==> config.mk <==
export PLATFORM = sky130hd
export DESIGN_NAME = card_steer_dec
export DESIGN_NICKNAME = d
export VERILOG_FILES = /design/src/rtl/card_steer_pkg.sv /design/src/rtl/lane_steer.sv /design/src/rtl/addr_split.sv /design/src/rtl/dev_select.sv /design/src/rtl/card_steer_dec.sv
export SDC_FILE = /design/constraint.sdc
export NUM_CORES = 1
export LEC_CHECK = 0
export BUFFER_PORTS_ARGS = -buffer_cell sky130_fd_sc_hd__buf_2
export CAP_MARGIN = 40
export CELL_PAD_IN_SITES_DETAIL_PLACEMENT = 0
export CELL_PAD_IN_SITES_GLOBAL_PLACEMENT = 1
export CORE_ASPECT_RATIO = 1.1
export CORE_MARGIN = 4
export CORE_UTILIZATION = 33
export CTS_CLUSTER_DIAMETER = 120
export CTS_CLUSTER_SIZE = 20
export DETAILED_ROUTE_END_ITERATION = 16
export PLACE_DENSITY_LB_ADDON = 0.3
export SYNTH_ARGS = -nofsm -noshare
export SYNTH_HDL_FRONTEND = slang
export SYNTH_SLANG_ARGS = --single-unit
==> constraint.sdc <==
create_clock -name clk -period 1.6 [get_ports clk]
set_input_delay 0.08 -clock clk [delete_from_list [all_inputs] [get_ports clk]]
set_output_delay 0.08 -clock clk [all_outputs]
set_load 0.05 [all_outputs]
==> src/rtl/card_steer_pkg.sv <==
package card_steer_pkg;
  localparam int AW        = 26;
  localparam int OFF_W     = 16;
  localparam int BLK_W     = 5;
  localparam int BANK_W    = 1;
  localparam int PAIR_W    = 3;
  localparam int OFF_LSB   = 1;
  localparam int BLK_LSB   = OFF_LSB + OFF_W;
  localparam int BANK_LSB  = BLK_LSB + BLK_W;
  localparam int PAIR_LSB  = BANK_LSB + BANK_W;

  typedef struct packed {
    logic lo_en;    // low lane takes part
    logic hi_en;    // high lane takes part
    logic even_dev; // even device of the pair used
    logic odd_dev;  // odd device of the pair used
    logic lo_odd;   // low lane fed from odd device
  } lane_t;
endpackage

==> src/rtl/lane_steer.sv <==
module lane_steer
  import card_steer_pkg::*;
(
  input  logic  ce_lo_n,
  input  logic  ce_hi_n,
  input  logic  a0,
  output lane_t lane
);
  always_comb begin
    lane = '0;
    unique case ({ce_hi_n, ce_lo_n})
      2'b10: begin // low lane only: byte access
        lane.lo_en    = 1'b1;
        lane.lo_odd   = a0;
        lane.even_dev = ~a0;
        lane.odd_dev  = a0;
      end
      2'b01: begin // high lane only: odd byte
        lane.hi_en   = 1'b1;
        lane.odd_dev = 1'b1;
      end
      2'b00: begin // word access, a0 ignored
        lane.lo_en    = 1'b1;
        lane.hi_en    = 1'b1;
        lane.even_dev = 1'b1;
        lane.odd_dev  = 1'b1;
      end
      default: lane = '0;
    endcase
  end
endmodule

==> src/rtl/addr_split.sv <==
module addr_split
  import card_steer_pkg::*;
#(
  parameter int NUM_PAIRS = 6,
  parameter bit OOR_FILL  = 1'b1
) (
  input  logic [AW-1:0]     addr,
  output logic [OFF_W-1:0]  off,
  output logic [BLK_W-1:0]  blk,
  output logic [BANK_W-1:0] bank,
  output logic [PAIR_W-1:0] pair,
  output logic              in_range
);
  logic [PAIR_W-1:0] raw_pair;

  assign off      = addr[OFF_LSB  +: OFF_W];
  assign blk      = addr[BLK_LSB  +: BLK_W];
  assign bank     = addr[BANK_LSB +: BANK_W];
  assign raw_pair = addr[PAIR_LSB +: PAIR_W];

  generate
    if (OOR_FILL) begin : g_fill
      assign pair     = raw_pair;
      assign in_range = (32'(raw_pair) < NUM_PAIRS);
    end else begin : g_alias
      assign pair     = PAIR_W'(32'(raw_pair) % NUM_PAIRS);
      assign in_range = 1'b1;
    end
  endgenerate
endmodule

==> src/rtl/dev_select.sv <==
module dev_select
  import card_steer_pkg::*;
#(
  parameter int MAX_PAIRS = 6
) (
  input  logic                   hit,
  input  logic [PAIR_W-1:0]      pair,
  input  lane_t                  lane,
  output logic [2*MAX_PAIRS-1:0] ce_n
);
  for (genvar p = 0; p < MAX_PAIRS; p++) begin : g_pair
    logic pick;
    assign pick          = hit && (32'(pair) == p);
    assign ce_n[2*p]     = ~(pick && lane.even_dev);
    assign ce_n[2*p + 1] = ~(pick && lane.odd_dev);
  end
endmodule

==> src/rtl/card_steer_dec.sv <==
module card_steer_dec
  import card_steer_pkg::*;
#(
  parameter int MAX_PAIRS = 6,
  parameter int NUM_PAIRS = 6,
  parameter bit OOR_FILL  = 1'b1
) (
  input  logic                   clk,
  input  logic                   rst_n,
  input  logic                   reg_sel_n,
  input  logic                   ce_lo_n,
  input  logic                   ce_hi_n,
  input  logic                   oe_n,
  input  logic                   we_n,
  input  logic [AW-1:0]          addr,
  output logic [2*MAX_PAIRS-1:0] dev_ce_n,
  output logic                   attr_cs,
  output logic [PAIR_W-1:0]      pair_idx,
  output logic [BANK_W-1:0]      bank_idx,
  output logic [BLK_W-1:0]       block_idx,
  output logic [OFF_W-1:0]       blk_off,
  output logic                   lo_oe,
  output logic                   hi_oe,
  output logic                   lo_from_odd,
  output logic                   lo_fill,
  output logic                   hi_fill
);
  localparam int NDEV = 2 * MAX_PAIRS;

  lane_t             lane;
  logic [OFF_W-1:0]  off_c;
  logic [BLK_W-1:0]  blk_c;
  logic [BANK_W-1:0] bank_c;
  logic [PAIR_W-1:0] pair_c;
  logic              in_range;
  logic              active, rd, attr_c, mem_hit, oor_c;
  logic [NDEV-1:0]   ce_n_c;

  lane_steer u_lane (
    .ce_lo_n (ce_lo_n),
    .ce_hi_n (ce_hi_n),
    .a0      (addr[0]),
    .lane    (lane)
  );

  addr_split #(.NUM_PAIRS(NUM_PAIRS), .OOR_FILL(OOR_FILL)) u_split (
    .addr     (addr),
    .off      (off_c),
    .blk      (blk_c),
    .bank     (bank_c),
    .pair     (pair_c),
    .in_range (in_range)
  );

  assign active  = (lane.lo_en || lane.hi_en) && !(!oe_n && !we_n);
  assign rd      = active && !oe_n && we_n;
  assign attr_c  = active && !reg_sel_n;
  assign mem_hit = active && reg_sel_n && in_range;
  assign oor_c   = active && reg_sel_n && !in_range;

  dev_select #(.MAX_PAIRS(MAX_PAIRS)) u_sel (
    .hit  (mem_hit),
    .pair (pair_c),
    .lane (lane),
    .ce_n (ce_n_c)
  );

  always_ff @(posedge clk) begin
    if (!rst_n) begin
      dev_ce_n    <= '1;
      attr_cs     <= 1'b0;
      pair_idx    <= '0;
      bank_idx    <= '0;
      block_idx   <= '0;
      blk_off     <= '0;
      lo_oe       <= 1'b0;
      hi_oe       <= 1'b0;
      lo_from_odd <= 1'b0;
      lo_fill     <= 1'b0;
      hi_fill     <= 1'b0;
    end else begin
      dev_ce_n    <= ce_n_c;
      attr_cs     <= attr_c;
      pair_idx    <= pair_c;
      bank_idx    <= bank_c;
      block_idx   <= blk_c;
      blk_off     <= off_c;
      lo_oe       <= rd && lane.lo_en;
      hi_oe       <= rd && lane.hi_en;
      lo_from_odd <= active && lane.lo_odd;
      lo_fill     <= rd && lane.lo_en && (oor_c || (attr_c && lane.lo_odd));
      hi_fill     <= rd && lane.hi_en && (oor_c || attr_c);
    end
  end


  idle_quiet_chk: assert property (@(posedge clk) disable iff (!rst_n)
    ($past(ce_lo_n && ce_hi_n) || $past(!oe_n && !we_n))
      |-> (&dev_ce_n && !attr_cs && !lo_oe && !hi_oe));


  attr_no_dev_chk: assert property (@(posedge clk) disable iff (!rst_n)
    attr_cs |-> &dev_ce_n);


  hi_only_lo_off_chk: assert property (@(posedge clk) disable iff (!rst_n)
    $past(ce_lo_n && !ce_hi_n) |-> !lo_oe);


  lane_drive_rd_chk: assert property (@(posedge clk) disable iff (!rst_n)
    (lo_oe || hi_oe) |-> $past(!oe_n && we_n));


  two_dev_max_chk: assert property (@(posedge clk) disable iff (!rst_n)
    $countones(~dev_ce_n) <= 2);
endmodule

==> impl_metrics.toml <==
[placement]
gp_congestion = 0.695
port-buffer-count = 75
placed_cell_area_um2 = 1680
place_hpwl_um = 2230
dpl.cell_count = 226

[clocking]
clk_path_buf_depth = 2
clock_sinks = 43
post-cts-setup-buffers = 0
cts_tree = "built"
cts_root_buffer = "clkbuf_8"
cts_buffers = 5
cts_htree_levels = 2
path_clk_slew_ns = 0.08

[grt]
grt_pass1_vias = 1016
grt_pass1_wl_um = 4670
grt_use_total_pct = 13.1
antenna_found_initial = 0
gr-total-overflow = 0
grt_max_degree = 30

[pwr]
ir_drop_mv = 0.584
p_clk_share_pct = 33.1
power_mw = 2.18
p_seq_share_pct = 51.4
p_sw_mw = 0.555
sw_frac_of_total_pct = 25.5
leakagePower_nw = 0.932
p_comb_share_pct = 15.6
p_int_mw = 1.62
power_density_nw_per_um2 = 1090

[final_layout]
layout.nets = 237
layout.cells.non_filler = 255
area_growth_pct = 57.2
fill_cells = 343
design_area_um2 = 1990
final_layout_size_suffix_gt1_share_pct = 41.5
diodes = 0

[die]
num_rows = 23
dieArea_um2 = 4900
top_level_ports = 76
die_width_um = 67.1
initial_core_util_pct = 34.4
core_area_um2 = 3680
die_y_um = 73.0

[synthesis]
synth_edf_count = 0
synth_ff_type = "dfxtp_1"
syn_nets = 138
yosysSeqAreaShare_pct = 67.9
async_reset_ff_share_pct = 0
synth_cells = 105
synth_common_cells = "dfxtp_1 (43), and2_1 (26), nand3_1 (9)"
avgSynthCellArea_um2 = 12.1
yosysWarnings = 0
synth_seq_cells = 43
synth_most_common_cell = "dfxtp_1"
synth.area.top_cells = "dfxtp_1 (68%), and2_1 (13%), nand3_1 (3.6%), nand4b_1 (1.4%), nor3_4 (1.3%)"
yosys.area.top_type = "dfxtp_1"
synth_area_um2 = 1270
yosysTopAreaCellShare_pct = 67.9
ys_types = 24

[detailed_routing]
ant_nets = 0
drt-total-wl_um = 3160
first_pass_iters = 4
drt_iter0_markers = 43
drc = 0
route.vias.total = 1075
wl_per_cell_um = 12.4
avgViaCountPerCell = 4.22

[critical_path]
crit_path_end_kind = "output port"
cp.arrival_ns = 0.88
path_buf_inv = 1
path_cells = "buf_2"
critical_path_class = "flop to output port"
startpoint_type = "flop"
cp_max_fo = 1
timing.critical_path.required_ns = 1.52
cp_slowest_cell = "dfxtp_1"
path_delay_family = "flip-flops"
critPathMaxStageDelay_ns = 0.33

[timing]
setup_violations = 0
min_period_over_period_pct = 59.7
finalSetupTns_ns = 0
worstMarginPinSlew_ns = 0.420
hold_viol = 0
drv_slew = 0
max-slew-margin-rel_pct = 72.0
fmax_ghz = 1.05
period_minus_slack_ns = 0.955
rsz0062_at_grt = "no"
fin_hold_ws_ns = 0.0138

[status]
status = "finished clean"

[hold_path]
min_path_type = "input pin to flop"

[run]
maxCapViolations = 0
[power by group through the flow]
stage | registers [mW] | clock network (mW) | logic [mW]
after floorplan | 1.28 | 0 | 0.0621
after global placement | 1.14 | 0 | 0.296
after detailed placement | 1.14 | 0 | 0.298
after CTS | 1.12 | 0.745 | 0.334
after global routing | 1.12 | 0.794 | 0.358
final | 1.12 | 0.719 | 0.339
[cells by family (layout without fill, tap and decap cells)]
logic type / count (synthesis) / in the layout / synth area share (%)
buffers and inverters: 5 / 105 / 2.07
flip-flops: 43 / 43 / 67.9
AND/OR/NAND/NOR: 50 / 50 / 25.5
AO/OA/AOI/OAI: 7 / 7 / 4.54
[sequential cells by signal (all words and copies together) (netlist names)]
signal       flops
dev_ce_n        12
attr_cs          1
lo_fill          1
lo_from_odd      1
hi_fill          1
blk_off         16
pair_idx         3
hi_oe            1
lo_oe            1
block_idx        5
bank_idx         1
[routing by layer]
| metal | up-vias | track usage [%] | share of wire (%) |
|---|---|---|---|
| li1 | 547 | - | - |
| met1 | 477 | 14.2 | 40 |
| met2 | 49 | 22.6 | 51 |
| met3 | 2 | 5.55 | 8.2 |
| met4 | 0 | 4.73 | 0.54 |
| met5 | - | 0 | 0 |
[worst paths after layout]
check	startpoint	endpoint	slack, ns	cells after the start
worst max-delay path	dev_ce_n[5]	dev_ce_n[5]	0.64	1
worst min-delay path	addr[12]	blk_off[11]	0.01	2
[per-stage QoR]
step,setup WS (ns),utilization (%)
2_1_floorplan,0.870,-
3_3_place_gp,0.510,45.7
3_5_place_dp,0.419,45.7
4_1_cts,0.631,53.3
5_1_grt,0.600,54.1
6_report,0.645,54.1
[cell type report]
class	count	area (um2)	area share (%)
flip-flops and latches	43	861	43.2
repair buffers	96	586	29.4
multi-input cells	57	382	19.1
clock buffers	8	100	5.02
well taps	50	62.6	3.14
inverters	1	3.75	0.188
[cells in the final DEF, fill, tap and decap left out, types with 2 or more instances in the layout]
master,instances
clkbuf_8,7
and2_1,26
and3_1,2
nand4b_1,2
nor2_1,2
buf_2,75
nand3_1,9
nand4_1,2
dfxtp_1,43
dlygate4sd3_1,21
[timing repair]
| item | 4_1_cts | 5_1_grt |
|---|---|---|
| endpoints found under the hold margin | 18 | 3 |
| gates resized for setup | 0 | 0 |
| hold buffers | 18 | 3 |
| setup endpoints to repair | 0 | 0 |
(Power assumes the default switching activity.)
